File: src/rtl/mdio_pkg.sv
// Shared constants, access codes and frame builder for the MDIO master.
// Assumes the fixed 64-bit management frame layout.
package mdio_pkg;
    localparam int HOST_AW   = 5;
    localparam int HOST_DW   = 32;
    localparam int FRAME_LEN = 64;
    localparam int TA_POS    = 46;
    localparam int DATA_POS  = 48;
    localparam int DATA_W    = 16;
    localparam int FLD_W     = 5;

    localparam logic [HOST_AW-1:0] OFS_MODE  = 5'h00;
    localparam logic [HOST_AW-1:0] OFS_ADDR  = 5'h04;
    localparam logic [HOST_AW-1:0] OFS_WDATA = 5'h08;
    localparam logic [HOST_AW-1:0] OFS_CMD   = 5'h0C;
    localparam logic [HOST_AW-1:0] OFS_RDATA = 5'h10;

    typedef enum logic [2:0] {
        ACC_C22_RD  = 3'd0,
        ACC_C22_WR  = 3'd1,
        ACC_C45_ADR = 3'd2,
        ACC_C45_WR  = 3'd3,
        ACC_C45_RD  = 3'd4
    } acc_code_e;

    // True when the code is legal for the clause chosen by the mode bit.
    function automatic logic code_ok(input logic c45, input logic [2:0] code);
        if (c45) return (code == ACC_C45_ADR) || (code == ACC_C45_WR) || (code == ACC_C45_RD);
        else     return (code == ACC_C22_RD) || (code == ACC_C22_WR);
    endfunction

    function automatic logic code_is_read(input logic [2:0] code);
        return (code == ACC_C22_RD) || (code == ACC_C45_RD);
    endfunction

    // Build the full serial frame, MSB first on the wire.
    function automatic logic [FRAME_LEN-1:0] build_frame(input logic [2:0] code,
            input logic [FLD_W-1:0] phy, input logic [FLD_W-1:0] fld,
            input logic [DATA_W-1:0] data);
        logic [1:0] st, op, ta;
        logic [DATA_W-1:0] dat;
        st = (code == ACC_C22_RD || code == ACC_C22_WR) ? 2'b01 : 2'b00;
        case (code)
            ACC_C22_RD:  op = 2'b10;
            ACC_C22_WR:  op = 2'b01;
            ACC_C45_WR:  op = 2'b01;
            ACC_C45_RD:  op = 2'b11;
            default:     op = 2'b00;
        endcase
        ta  = code_is_read(code) ? 2'b11 : 2'b10;
        dat = code_is_read(code) ? {DATA_W{1'b1}} : data;
        return {32'hFFFF_FFFF, st, op, phy, fld, ta, dat};
    endfunction
endpackage

File: src/rtl/mdio_mdc_gen.sv
// MDC divider: toggles MDC every HALF system cycles while run is high and
// flags the cycle of each rising and falling edge. Assumes HALF >= 1.
module mdio_mdc_gen #(
    parameter int HALF = 10
) (
    input  logic clk,
    input  logic rst_n,
    input  logic run,
    output logic mdc,
    output logic rise,
    output logic fall
);
    localparam int CW = (HALF > 1) ? $clog2(HALF) : 1;

    logic [CW-1:0] cnt;
    logic          wrap;

    assign wrap = (cnt == CW'(HALF - 1));
    assign rise = run && wrap && !mdc;
    assign fall = run && wrap && mdc;

    // Count system cycles and flip MDC at each half-period; idle low.
    always_ff @(posedge clk) begin
        if (!rst_n || !run) begin
            cnt <= '0;
            mdc <= 1'b0;
        end else if (wrap) begin
            cnt <= '0;
            mdc <= ~mdc;
        end else begin
            cnt <= cnt + 1'b1;
        end
    end

    // MDC returns low once no frame is running.
    a_r2_mdc_idle_low: assert property (@(posedge clk) disable iff (!rst_n)
        !run |=> !mdc);
endmodule

File: src/rtl/mdio_frame_engine.sv
// Serialises one 64-bit frame, releasing MDIO for the turnaround and data
// of reads and capturing the returned data. Assumes rise/fall strobes
// never coincide and arrive only while busy.
module mdio_frame_engine
    import mdio_pkg::*;
(
    input  logic                 clk,
    input  logic                 rst_n,
    input  logic                 start,
    input  logic                 rd_op,
    input  logic [FRAME_LEN-1:0] frame,
    input  logic                 rise,
    input  logic                 fall,
    input  logic                 mdio_i,
    output logic                 busy,
    output logic                 mdio_o,
    output logic                 mdio_oe,
    output logic [DATA_W-1:0]    rx_data,
    output logic                 rx_valid
);
    localparam int CNT_W = $clog2(FRAME_LEN + 1);

    logic [FRAME_LEN-1:0] tx;
    logic [CNT_W-1:0]     bit_cnt;
    logic                 rd_q;

    assign mdio_o = tx[FRAME_LEN-1];

    // Load on start, count rising edges, capture data, advance on falls.
    always_ff @(posedge clk) begin
        if (!rst_n) begin
            tx       <= '0;
            bit_cnt  <= '0;
            rd_q     <= 1'b0;
            busy     <= 1'b0;
            mdio_oe  <= 1'b0;
            rx_data  <= '0;
            rx_valid <= 1'b0;
        end else begin
            rx_valid <= 1'b0;
            if (start && !busy) begin
                tx      <= frame;
                bit_cnt <= '0;
                rd_q    <= rd_op;
                busy    <= 1'b1;
                mdio_oe <= 1'b1;
            end else if (busy) begin
                if (rise) begin
                    bit_cnt <= bit_cnt + 1'b1;
                    if (bit_cnt >= CNT_W'(DATA_POS))
                        rx_data <= {rx_data[DATA_W-2:0], mdio_i};
                end
                if (fall) begin
                    if (bit_cnt == CNT_W'(FRAME_LEN)) begin
                        busy     <= 1'b0;
                        mdio_oe  <= 1'b0;
                        tx       <= '0;
                        rx_valid <= rd_q;
                    end else begin
                        tx      <= tx << 1;
                        mdio_oe <= !(rd_q && bit_cnt >= CNT_W'(TA_POS));
                    end
                end
            end
        end
    end

    // the driven value moves only at a falling MDC edge or at frame start.
    a_r6_change_after_fall: assert property (@(posedge clk) disable iff (!rst_n)
        !$stable(mdio_o) |-> $past(fall || (start && !busy)));
    // busy ends only after all 64 bits have been clocked.
    a_r7_busy_full_frame: assert property (@(posedge clk) disable iff (!rst_n)
        $fell(busy) |-> $past(bit_cnt) == CNT_W'(FRAME_LEN));
    // the register stage never passes a start while a frame runs.
    a_r8_start_when_idle: assert property (@(posedge clk) disable iff (!rst_n)
        start |-> !busy);
    // the line is released whenever no frame runs.
    a_r5_released_idle: assert property (@(posedge clk) disable iff (!rst_n)
        !busy |-> !mdio_oe);
endmodule

File: src/rtl/mdio_mgmt_master.sv
// Register-programmed MDIO master. Holds the host-visible registers,
// accepts one start per idle period and hands the frame to the engine.
// Assumes software waits for busy clear before reprogramming.
module mdio_mgmt_master
    import mdio_pkg::*;
#(
    parameter int MDC_HALF = 10
) (
    input  logic               clk,
    input  logic               rst_n,
    input  logic               host_wr,
    input  logic [HOST_AW-1:0] host_addr,
    input  logic [HOST_DW-1:0] host_wdata,
    output logic [HOST_DW-1:0] host_rdata,
    output logic               mdc,
    output logic               mdio_o,
    output logic               mdio_oe,
    input  logic               mdio_i
);
    logic              mode_c45;
    logic [FLD_W-1:0]  phy_q, fld_q;
    logic [DATA_W-1:0] wdata_q, rdata_q, rx_data;
    logic [2:0]        code_q;
    logic              busy, rx_valid, rise, fall, go;
    logic [2:0]        new_code;
    logic              unused_bits;

    assign new_code    = host_wdata[2:0];
    assign go          = host_wr && (host_addr == OFS_CMD) && host_wdata[8]
                         && !busy && code_ok(mode_c45, new_code);
    assign unused_bits = ^{host_wdata[31:16], host_wdata[7:5]};

    // Host register writes and read-data capture.
    always_ff @(posedge clk) begin
        if (!rst_n) begin
            mode_c45 <= 1'b0;
            phy_q    <= '0;
            fld_q    <= '0;
            wdata_q  <= '0;
            code_q   <= '0;
            rdata_q  <= '0;
        end else begin
            if (host_wr && host_addr == OFS_MODE)  mode_c45 <= host_wdata[8];
            if (host_wr && host_addr == OFS_ADDR) begin
                phy_q <= host_wdata[12:8];
                fld_q <= host_wdata[4:0];
            end
            if (host_wr && host_addr == OFS_WDATA) wdata_q <= host_wdata[15:0];
            if (go)                                code_q  <= new_code;
            if (rx_valid)                          rdata_q <= rx_data;
        end
    end

    // Host read multiplexer.
    always_comb begin
        case (host_addr)
            OFS_MODE:  host_rdata = {23'b0, mode_c45, 8'b0};
            OFS_ADDR:  host_rdata = {19'b0, phy_q, 3'b0, fld_q};
            OFS_WDATA: host_rdata = {16'b0, wdata_q};
            OFS_CMD:   host_rdata = {15'b0, busy, 13'b0, code_q};
            OFS_RDATA: host_rdata = {16'b0, rdata_q};
            default:   host_rdata = '0;
        endcase
    end

    mdio_mdc_gen #(.HALF(MDC_HALF)) u_mdc (
        .clk  (clk),
        .rst_n(rst_n),
        .run  (busy),
        .mdc  (mdc),
        .rise (rise),
        .fall (fall)
    );

    mdio_frame_engine u_eng (
        .clk     (clk),
        .rst_n   (rst_n),
        .start   (go),
        .rd_op   (code_is_read(new_code)),
        .frame   (build_frame(new_code, phy_q, fld_q, wdata_q)),
        .rise    (rise),
        .fall    (fall),
        .mdio_i  (mdio_i),
        .busy    (busy),
        .mdio_o  (mdio_o),
        .mdio_oe (mdio_oe),
        .rx_data (rx_data),
        .rx_valid(rx_valid)
    );

    // an accepted start always carries a code legal for the current mode.
    a_r9_legal_code: assert property (@(posedge clk) disable iff (!rst_n)
        $rose(busy) |-> code_ok(mode_c45, code_q));
endmodule

File: config.mk
export PLATFORM = sky130hd
export DESIGN_NAME = mdio_mgmt_master
export DESIGN_NICKNAME = d
export VERILOG_FILES = /design/src/rtl/mdio_pkg.sv /design/src/rtl/mdio_mdc_gen.sv /design/src/rtl/mdio_frame_engine.sv /design/src/rtl/mdio_mgmt_master.sv
export SDC_FILE = /design/constraint.sdc
export NUM_CORES = 1
export LEC_CHECK = 0
export BUFFER_PORTS_ARGS = -buffer_cell sky130_fd_sc_hd__buf_4
export CAP_MARGIN = 30
export CORE_ASPECT_RATIO = 1.4
export CORE_UTILIZATION = 62
export DETAILED_ROUTE_END_ITERATION = 6
export PLACE_DENSITY = 0.85
export SYNTH_ARGS = -nofsm -noshare
export SYNTH_HDL_FRONTEND = slang
export SYNTH_SLANG_ARGS = --single-unit
File: constraint.sdc
create_clock -name clk -period 3.95 [get_ports clk]
set_input_delay 0.79 -clock clk [delete_from_list [all_inputs] [get_ports clk]]
set_output_delay 0.79 -clock clk [all_outputs]
set_load 0.01 [all_outputs]
; ---- Word level (Yosys, flattened, before mapping)
; Cells that the tools add are included.
[word_totals]
output_inout_bits = 35
romBits = 0
inputBits = 41
latchBits = 0
ramBits = 0
register_bits = 142
memories = 0
[classes]
addsub = 2
bitwise_logic = 6
reduce_logical = 32
order_cmp = 2
eq_ne = 10
n_mux = 18
n_div = 0
multipliers = 0
shifts = 0
[ops]
columns = op, count
row1 = 64-bit 2-to-1 mux, 4
row2 = 17-bit case mux with 5 select lines, 1
row3 = 16-bit 2-to-1 mux, 1
row4 = "7-bit by 6-bit >= comparator with 1-bit output, second input constant", 2
row5 = 1-bit logical AND, 12
row6 = 1-bit 2-to-1 mux, 11
row7 = "5-bit by 4-bit equality test with 1-bit output, second input constant", 2
row8 = "7-bit by 1-bit adder with 7-bit output, second input constant", 1
row9 = "7-bit equality test, second input constant", 1
row10 = "3-bit by 2-bit equality test with 1-bit output, second input constant", 2
row11 = 1-bit NOT, 6
row12 = 2-bit case mux with 3 select lines, 1
row13 = 2-bit OR reduction, 3
row14 = "5-bit by 3-bit equality test with 1-bit output, second input constant", 1
row15 = "5-bit equality test, second input constant", 1
row16 = 5-bit logical NOT, 1
row17 = 1-bit logical OR, 5
row18 = 5-bit OR reduction, 1
row19 = "4-bit by 1-bit adder with 4-bit output, second input constant", 1
row20 = "4-bit equality test, second input constant", 1
row21 = 1-bit logical NOT, 4
row22 = 2-bit AND reduction, 2
row23 = 4-bit AND reduction, 1
row24 = 2-bit nonzero test, 2
row25 = other kinds (3), 3

; ---- Longest topological paths before layout
; Gate-level depths: netlist (run 1).
[depth]
word_depth = 8
mapped_depth = 8
depth_no_buf = 6

; ---- Cells and area by module
; Synthesis (run 1) repeated with hierarchy kept, for this count alone.
[unflattened]
hier_cells = 714
hier_area_um2 = 6840.3
[by_module_without_submodules]
columns = mod, cells_each, area_each_um2, n_inst
row1 = mdio_frame_engine, 434, 4232.8, 1
row2 = mdio_mgmt_master, 258, 2383.5, 1
row3 = mdio_mdc_gen, 22, 224.0, 1

; ---- Worst setup path before layout (run 1)
; OpenSTA, ideal clock, no wires.
[synth_timing]
path_type = input -> output
startpoint = input host_addr[1]
endpoint = output host_rdata[0]
arrival_ns = 2.004
stages = 6
slack_ns = 1.156
path_cell_list = nor2_4 -> nor4bb_1 -> clkbuf_1 -> clkbuf_1 -> a22oi_1 -> nand2_1
[synth_between]
elab_chain_cells = 2
elab_cells_between_ends = 6
classes_between = eq/ne: 4 / mux: 1 / reduce/logical: 1
[synth_rtl]
columns = element, line_no
row1 = start: declaration, mdio_mgmt_master.sv:12  ; input logic [HOST_AW-1:0] host_addr,
row2 = 5-bit equality test (tied with other cells), mdio_mgmt_master.sv:56  ; case (host_addr)
row3 = 17-bit case mux with 5 select lines *, mdio_mgmt_master.sv:56
row4 = end: declaration, mdio_mgmt_master.sv:14  ; output logic [HOST_DW-1:0] host_rdata,
; Mark *: on every way between the ends. The rest lies on a longest branch, timed or not.

; ---- Worst setup path after layout (run 1)
[layout_timing]
startpoint = input host_addr[1]
endpoint = output host_rdata[1]
; Same word-level chain as after synthesis.

==> summary.md, run 1 <==
| Metric | Value |
|---|---|
| Row count | 42 |
| Power Total | 3.08 mW |
| Post-synth top area cell | dfxtp_1 |
| Die ar. | 10200 sq um |
| Critical Path RT | 3.16 ns |
| Final Hold Fails | 0 |
| Worst-path fanout max | 22 |
| RSZ-0062 raised after global routing | false |
| Status | finished, final reports clean |
| Starting Density | 64.0% |
| Antenna cells | 0 |
| #FFs+latches synth | 142 |
| Number of setup buffers added after CTS | 0 |
| Worst hold path depth | 2 |
| Fmax | 321 MHz |
| Inst Count DP | 770 |
| Max Cap Violations | 0 |
| WL final | 13900 microns |
| GR Layer Usage met1 | 34.3% |
| Share of synthesized registers carrying an async set or reset | 0% |
| Post-synthesis xor/xnor area fraction | 1.30% |
| Die Span Y | 119 microns |
| Initial antenna violation count | 0 |
| CTS tree | done |
| Vias in the first global route | 4928 |
| Root Buffer | clkbuf_16 |
| Clock Skews | 0.0102 ns |
| Yosys cell types | 51 |
| Final Setup Violations | 0 |
| Finished Core Util | 73.8% |
| Via density | 6.38 |
| Non-Filler Instances | 802 |
| Mux cell area share after synthesis | 7.11% |
| DP HPWL | 8860 microns |
| Adder-cell share of the synthesized area | 1.03% |
| Max_slew headroom | 38.1% |
| Layout cells sized above 1 | 14.9% |
| I/O pin count | 76 |
| Worst Tran Pin Value | 0.925 ns |
| Total gr overflow | 0 |
| Hold Slack | 0.457 ns |
| First-pass GRT wire length | 23400 microns |
| Worst path arrival time | 2.33 ns |
| Final GP Congestion | 0.839 |
| Post-Syn Area | 6050 sq um |
| Initial drt markers | 339 |
| Crit start category | primary input |
| Leakage | 2.60 nW |
| Main synth FF type | dfxtp_1 |
| Cell count after synthesis | 663 |
| Grt peak-use layer | met2 |
| Synth top cells by count | dfxtp_1, nand2_1, nand3_1 |
| Pwr dens | 441 nW/um^2 |
| Final Max Slew Viols | 0 |
| Post-Synth Simple-Gate Area | 16.9% |
| # nets final | 725 |
| Most common cell in the netlist | dfxtp_1 |
| Largest net degree at the start of global routing | 56 |
| Met2 Usage GRT | 49.2% |
| Core area | 9460 sq um |
| # port buffers | 44 |
| # resized after CTS | 0 |
| Post-synthesis compound-gate area fraction | 19.8% |
| Setup CP Type | primary input to output pin |
| Post-synth EDFFs | 0 |
| Syn Area/Cell | 9.13 sq um |
| Drt wl/cell | 17.3 microns |
| Filler cell count | 646 |
| Worst-Skew Late Latency | 0.42 ns |
| Largest family of logic cells by synthesized area | compound AO/OA/AOI/OAI gates |
| Die width | 85.5 microns |
| Vias | 5118 |
| Max VDD drop | 0.357 mV |
| Crit share post-route | 78.9% |
| CTS sink cnt | 142 |
| Synth warn | 0 |
| Crit end category | output pin |
| Worst-case reg-to-reg path depth | 7 |
| Sequential-to-total area share from yosys stat | 47.0% |
| Clk pin slew, worst setup/hold paths | 0.05 ns |
| TritonCTS buffer count | 17 |
| Fin crit period | 3.12 ns |
| GRT met3 Usage | 7.35% |
| HP Class | flop to flop |
| GRT Total Usage | 28.9% |
| Top cells by area, synth | dfxtp_1, mux2i_1, nand3_1 |
| H-tree levels | 4 |
| Max clock buf depth | 2 |
| Detailed-route DRC error count | 0 |
| Top cell type's share of synthesized area | 47.0% |
| Hold buffer count at cts | 0 |
| Area Overhead vs Synth | 15.3% |
| DRT Pass-1 Iters | 6 |
| Post-route ant nets | 0 |
| Total Negative Setup Slacks | 0 ns |
-- kinds of logic (layout without fill, tap and decap cells) --
group | count (synthesis) | after routing
XOR/XNOR | 9 | 9
other | 1 | 15
AO/OA/AOI/OAI | 162 | 162
multiplexers | 43 | 43
adder cells (fa/ha/maj) | 5 | 5
buffers and inverters | 86 | 101
AND/OR/NAND/NOR | 215 | 215
flip-flops | 142 | 142
-- power breakdown --
part / internal, mW / switching [mW] / total [mW]
combinational: 0.0325 / 0.0624 / 0.0949
sequential: 1.44 / 0.00345 / 1.44
clock: 0.948 / 0.593 / 1.54
-- cells in the final DEF, fill, tap and decap left out, types with 2 or more instances in the layout --
master / count
dfxtp_1: 142
nand2_1: 62
nand3_1: 61
nor2_1: 59
buf_4: 53
mux2i_1: 43
a31oi_1: 34
a21oi_1: 33
a22o_1: 22
a22oi_1: 18
clkbuf_16: 17
conb_1: 15
inv_1: 11
o221a_1: 10
o31ai_1: 9
a222oi_1: 8
o21ai_0: 7
xnor2_1: 7
nor3_1: 6
o2bb2ai_1: 5
o221a_2: 5
ha_1: 5
clkbuf_8: 5
and3_1: 4
nand4b_1: 4
clkinv_2: 4
clkinv_4: 3
buf_16: 3
and3b_1: 2
and4b_1: 2
nand2b_1: 2
o21ai_1: 2
nor4_1: 2
xor2_1: 2
-- area by class of cell --
type / count / area [sq um] / area share [%]
Timing Repair Buffer: 57 / 500 / 7.17
Clock inverter: 9 / 83.8 / 1.20
Tap cell: 110 / 138 / 1.97
Sequential cell: 142 / 2840 / 40.7
Inverter: 12 / 45.0 / 0.645
Clock buffer: 23 / 498 / 7.13
Multi-Input combinational cell: 449 / 2870 / 41.2
-- layer usage --
layer | routed length (microns) | up-vias
met4 | 258 | 0
met1 | 5620 | 2508
li1 | - | 2417
met5 | 0 | -
met2 | 7270 | 168
met3 | 714 | 25
-- state kept, by name, summed over array words and instances, names as in the netlist --
signal	flops
code_q	3
fld_q	5
mode_c45	1
phy_q	5
rdata_q	16
u_eng.bit_cnt	7
u_eng.busy	1
u_eng.mdio_oe	1
u_eng.rd_q	1
u_eng.rx_data	16
u_eng.rx_valid	1
u_eng.tx	64
u_mdc.cnt	4
u_mdc.mdc	1
wdata_q	16
-- critical path, cell delays in order --
cell     delay, ns
buf_4         0.12
nor2_4        0.22
and3_1        0.76
a22oi_1       0.16
nand2_1       0.14
buf_4         0.13
-- stage by stage --
stage	area (sq um)	setup WS, ns
finish	6980	0.832
global placement	6320	0.882
floorplan	6110	1.16
global route	6980	0.752
CTS	6980	0.835
detailed placement	6400	0.846
-- final timing paths --
path	startpoint	end	slack [ns]
worst min-delay path	u_eng.rd_q$_SDFFE_PN0P_	u_eng.rx_valid$_SDFF_PP0_	0.46
worst min register to register	u_eng.rd_q$_SDFFE_PN0P_	u_eng.rx_valid$_SDFF_PP0_	0.46
worst max-delay path	host_addr[1]	host_rdata[1]	0.83
worst max register to register	u_mdc.cnt[1]$_SDFF_PP0_	u_eng.tx[56]$_SDFFE_PN0P_	1.67
Note: power is estimated with default switching activity, not from simulation.
==> run 2, diff against run 1 <==
- CORE_UTILIZATION: 62 -> 58
- PLACE_DENSITY: 0.85 -> 0.8
- clock period: 3.95 -> 3.2 ns (I/O delays scaled with it)
==> summary.md, run 2 (same netlist as run 1, synthesis figures left out) <==
| Metric | Value |
|---|---|
| Fin crit period | 2.78 ns |
| CTS sink cnt | 142 (unchanged) |
| Max_slew headroom | 37.9% (-0.22 points) |
| Crit end category | output pin |
| Antenna cells | 0 (unchanged) |
| Die Span Y | 123 microns (+3.3%) |
| Crit share post-route | 86.9% |
| Root Buffer | clkbuf_16 |
| Filler cell count | 761 (+18%) |
| Leading cell types in the layout, fill and taps excluded | dfxtp_1, nand2_1, nand3_1 |
| Area Overhead vs Synth | 16.1% |
| Clk network pwr share | 52.0% (+1.9 points) |
| # nets final | 727 (+0.28%) |
| Total Negative Setup Slacks | 0 ns (unchanged) |
| Initial antenna violation count | 0 (unchanged) |
| Setup CP Type | primary input to output pin |
| # resized after CTS | 0 (unchanged) |
| Core area | 10000 sq um (+5.8%) |
| CTS tree | done |
| Die width | 88.3 microns (+3.3%) |
| Fmax | 360 MHz |
| First-pass GRT wire length | 23000 microns (-1.9%) |
| Detailed-route DRC error count | 0 (unchanged) |
| Most Frequent Cell on Critical Path | buf_4 |
| Starting Density | 60.5% (-3.5 points) |
| Leakage | 2.60 nW (about the same) |
| Vias | 5063 (-1.1%) |
| I/O pin count | 76 (unchanged) |
| Inst Count DP | 796 (+3.4%) |
| Number of setup buffers added after CTS | 0 (unchanged) |
| Worst Tran Pin Value | 0.928 ns (+0.00323 ns) |
| HP Class | flop to flop |
| Worst-Skew Late Latency | 0.42 ns (about the same) |
| CP peak stage delay | 0.58 ns (-0.18 ns) |
| DP HPWL | 8830 microns (-0.35%) |
| Max Cap Violations | 0 (unchanged) |
| Clock Skews | 0.00624 ns (-0.00395 ns) |
| Largest net degree at the start of global routing | 53 (-5.4%) |
| Post-route ant nets | 0 (unchanged) |
| # port buffers | 44 (unchanged) |
| Largest Register | u_eng.tx |
| Worst-path fanout max | 16 (-27%) |
| Crit start category | primary input |
| Vias in the first global route | 4783 (-2.9%) |
| Leading cell type in the layout, fill and taps excluded | dfxtp_1 |
| Final Setup Violations | 0 (unchanged) |
| RSZ-0062 raised after global routing | false |
| Logic pwr share | 3.0% (about the same) |
| Clk pin slew, worst setup/hold paths | 0.06 ns (about the same) |
| Via density | 6.12 (-4.1%) |
| Cell Chain, Critical Path | buf_4, and2b_1, and3b_1, a22oi_1, o21ai_0, buf_4 |
| Pwr dens | 563 nW/um^2 (+28%) |
| CP max stage cell | and3b_1 |
| GRT Total Usage | 27.4% (-1.5 points) |
| Row count | 43 (+2.4%) |
| Pint | 3.15 mW (+30%) |
| Drt wl/cell | 16.8 microns (-2.8%) |
| Seq pwr share | 45.0% (-1.8 points) |
| Final Max Slew Viols | 0 (unchanged) |
| Psw | 803 uW (+22%) |
| Non-Filler Instances | 827 (+3.1%) |
| H-tree levels | 4 (unchanged) |
| Status | finished, final reports clean |
| TritonCTS buffer count | 17 (unchanged) |
| Sw Share | 20.3% (-1.1 points) |
| Total gr overflow | 0 (unchanged) |
| Max clock buf depth | 2 (unchanged) |
| WL final | 13900 microns (+0.26%) |
| Max VDD drop | 0.408 mV (+14%) |
| Final GP Congestion | 0.851 (+1.5%) |
| DRT Pass-1 Iters | 6 (unchanged) |
| Worst path arrival time | 2.14 ns (-0.19 ns) |
| Layout cells sized above 1 | 14.9% (unchanged) |
| Number of flip-flops in the largest register | 64 (unchanged) |
| Initial drt markers | 426 (+26%) |
| Hold buffer count at cts | 0 (unchanged) |
| Die ar. | 10900 sq um (+6.8%) |
| Final Hold Fails | 0 (unchanged) |
| Critical Path RT | 2.56 ns (-0.60 ns) |
==> run 2: worst paths after layout <==
path                                 from                         to  slack (ns)  depth (start not counted)
setup reg to reg  u_mdc.cnt[0]$_SDFF_PP0_  u_eng.tx[10]$_SDFFE_PN0P_        0.92                          5
hold reg to reg   u_eng.rd_q$_SDFFE_PN0P_  u_eng.rx_valid$_SDFF_PP0_        0.46                          2
setup / recovery             host_addr[4]              host_rdata[8]        0.42                          6
hold / removal    u_eng.rd_q$_SDFFE_PN0P_  u_eng.rx_valid$_SDFF_PP0_        0.46                          2
==> run 2: cell type report <==
cell class / instances / area (sq um) / share of cell area [%]
Clock inverter: 10 / 164 / 2.33
Inverter: 12 / 45.0 / 0.641
Timing Repair Buffer: 59 / 475 / 6.77
Multi-Input combinational cell: 449 / 2870 / 40.9
Tap cell: 135 / 169 / 2.40
Clock buffer: 20 / 457 / 6.50
Sequential cell: 142 / 2840 / 40.5
==> run 2: routing by layer <==
metal	share of wire, %	wire length, microns	track usage [%]	up-vias
met1	41	5760	32.8	2460
met4	1.9	262	11.1	0
met5	0	0	0	-
li1	-	-	-	2412
met3	4.2	578	6.79	27
met2	52	7290	46.6	164
==> run 2: worst max-delay path: cells and delay by family <==
| family | cells | cell delay (ns) |
|---|---|---|
| AOI/OAI and AO/OA | 2 | 0.32 |
| buffers and inverters | 2 | 0.28 |
| and+or+nand+nor | 2 | 0.88 |
==> run 2: power by group through the flow <==
stage	logic (mW)	registers [mW]	clock network [mW]
2_1_floorplan	0.0862	1.81	0
3_3_place_gp	0.115	1.82	0
3_5_place_dp	0.117	1.82	0
4_1_cts	0.117	1.78	2.07
5_1_grt	0.129	1.78	2.16
6_report	0.118	1.78	2.06
==> run 2: stage by stage <==
stage,instance area (sq um),util [%],power (mW),hold WS (ns),worst slack [ns]
after CTS,7000,69.9,3.97,0.460,0.428
after global placement,6380,63.7,1.93,0.444,0.541
after global routing,7030,70.2,4.07,0.467,0.313
after floorplan,6110,-,1.90,0.425,0.706
after detailed placement,6380,63.7,1.93,0.457,0.450
final,7030,70.2,3.95,0.456,0.419
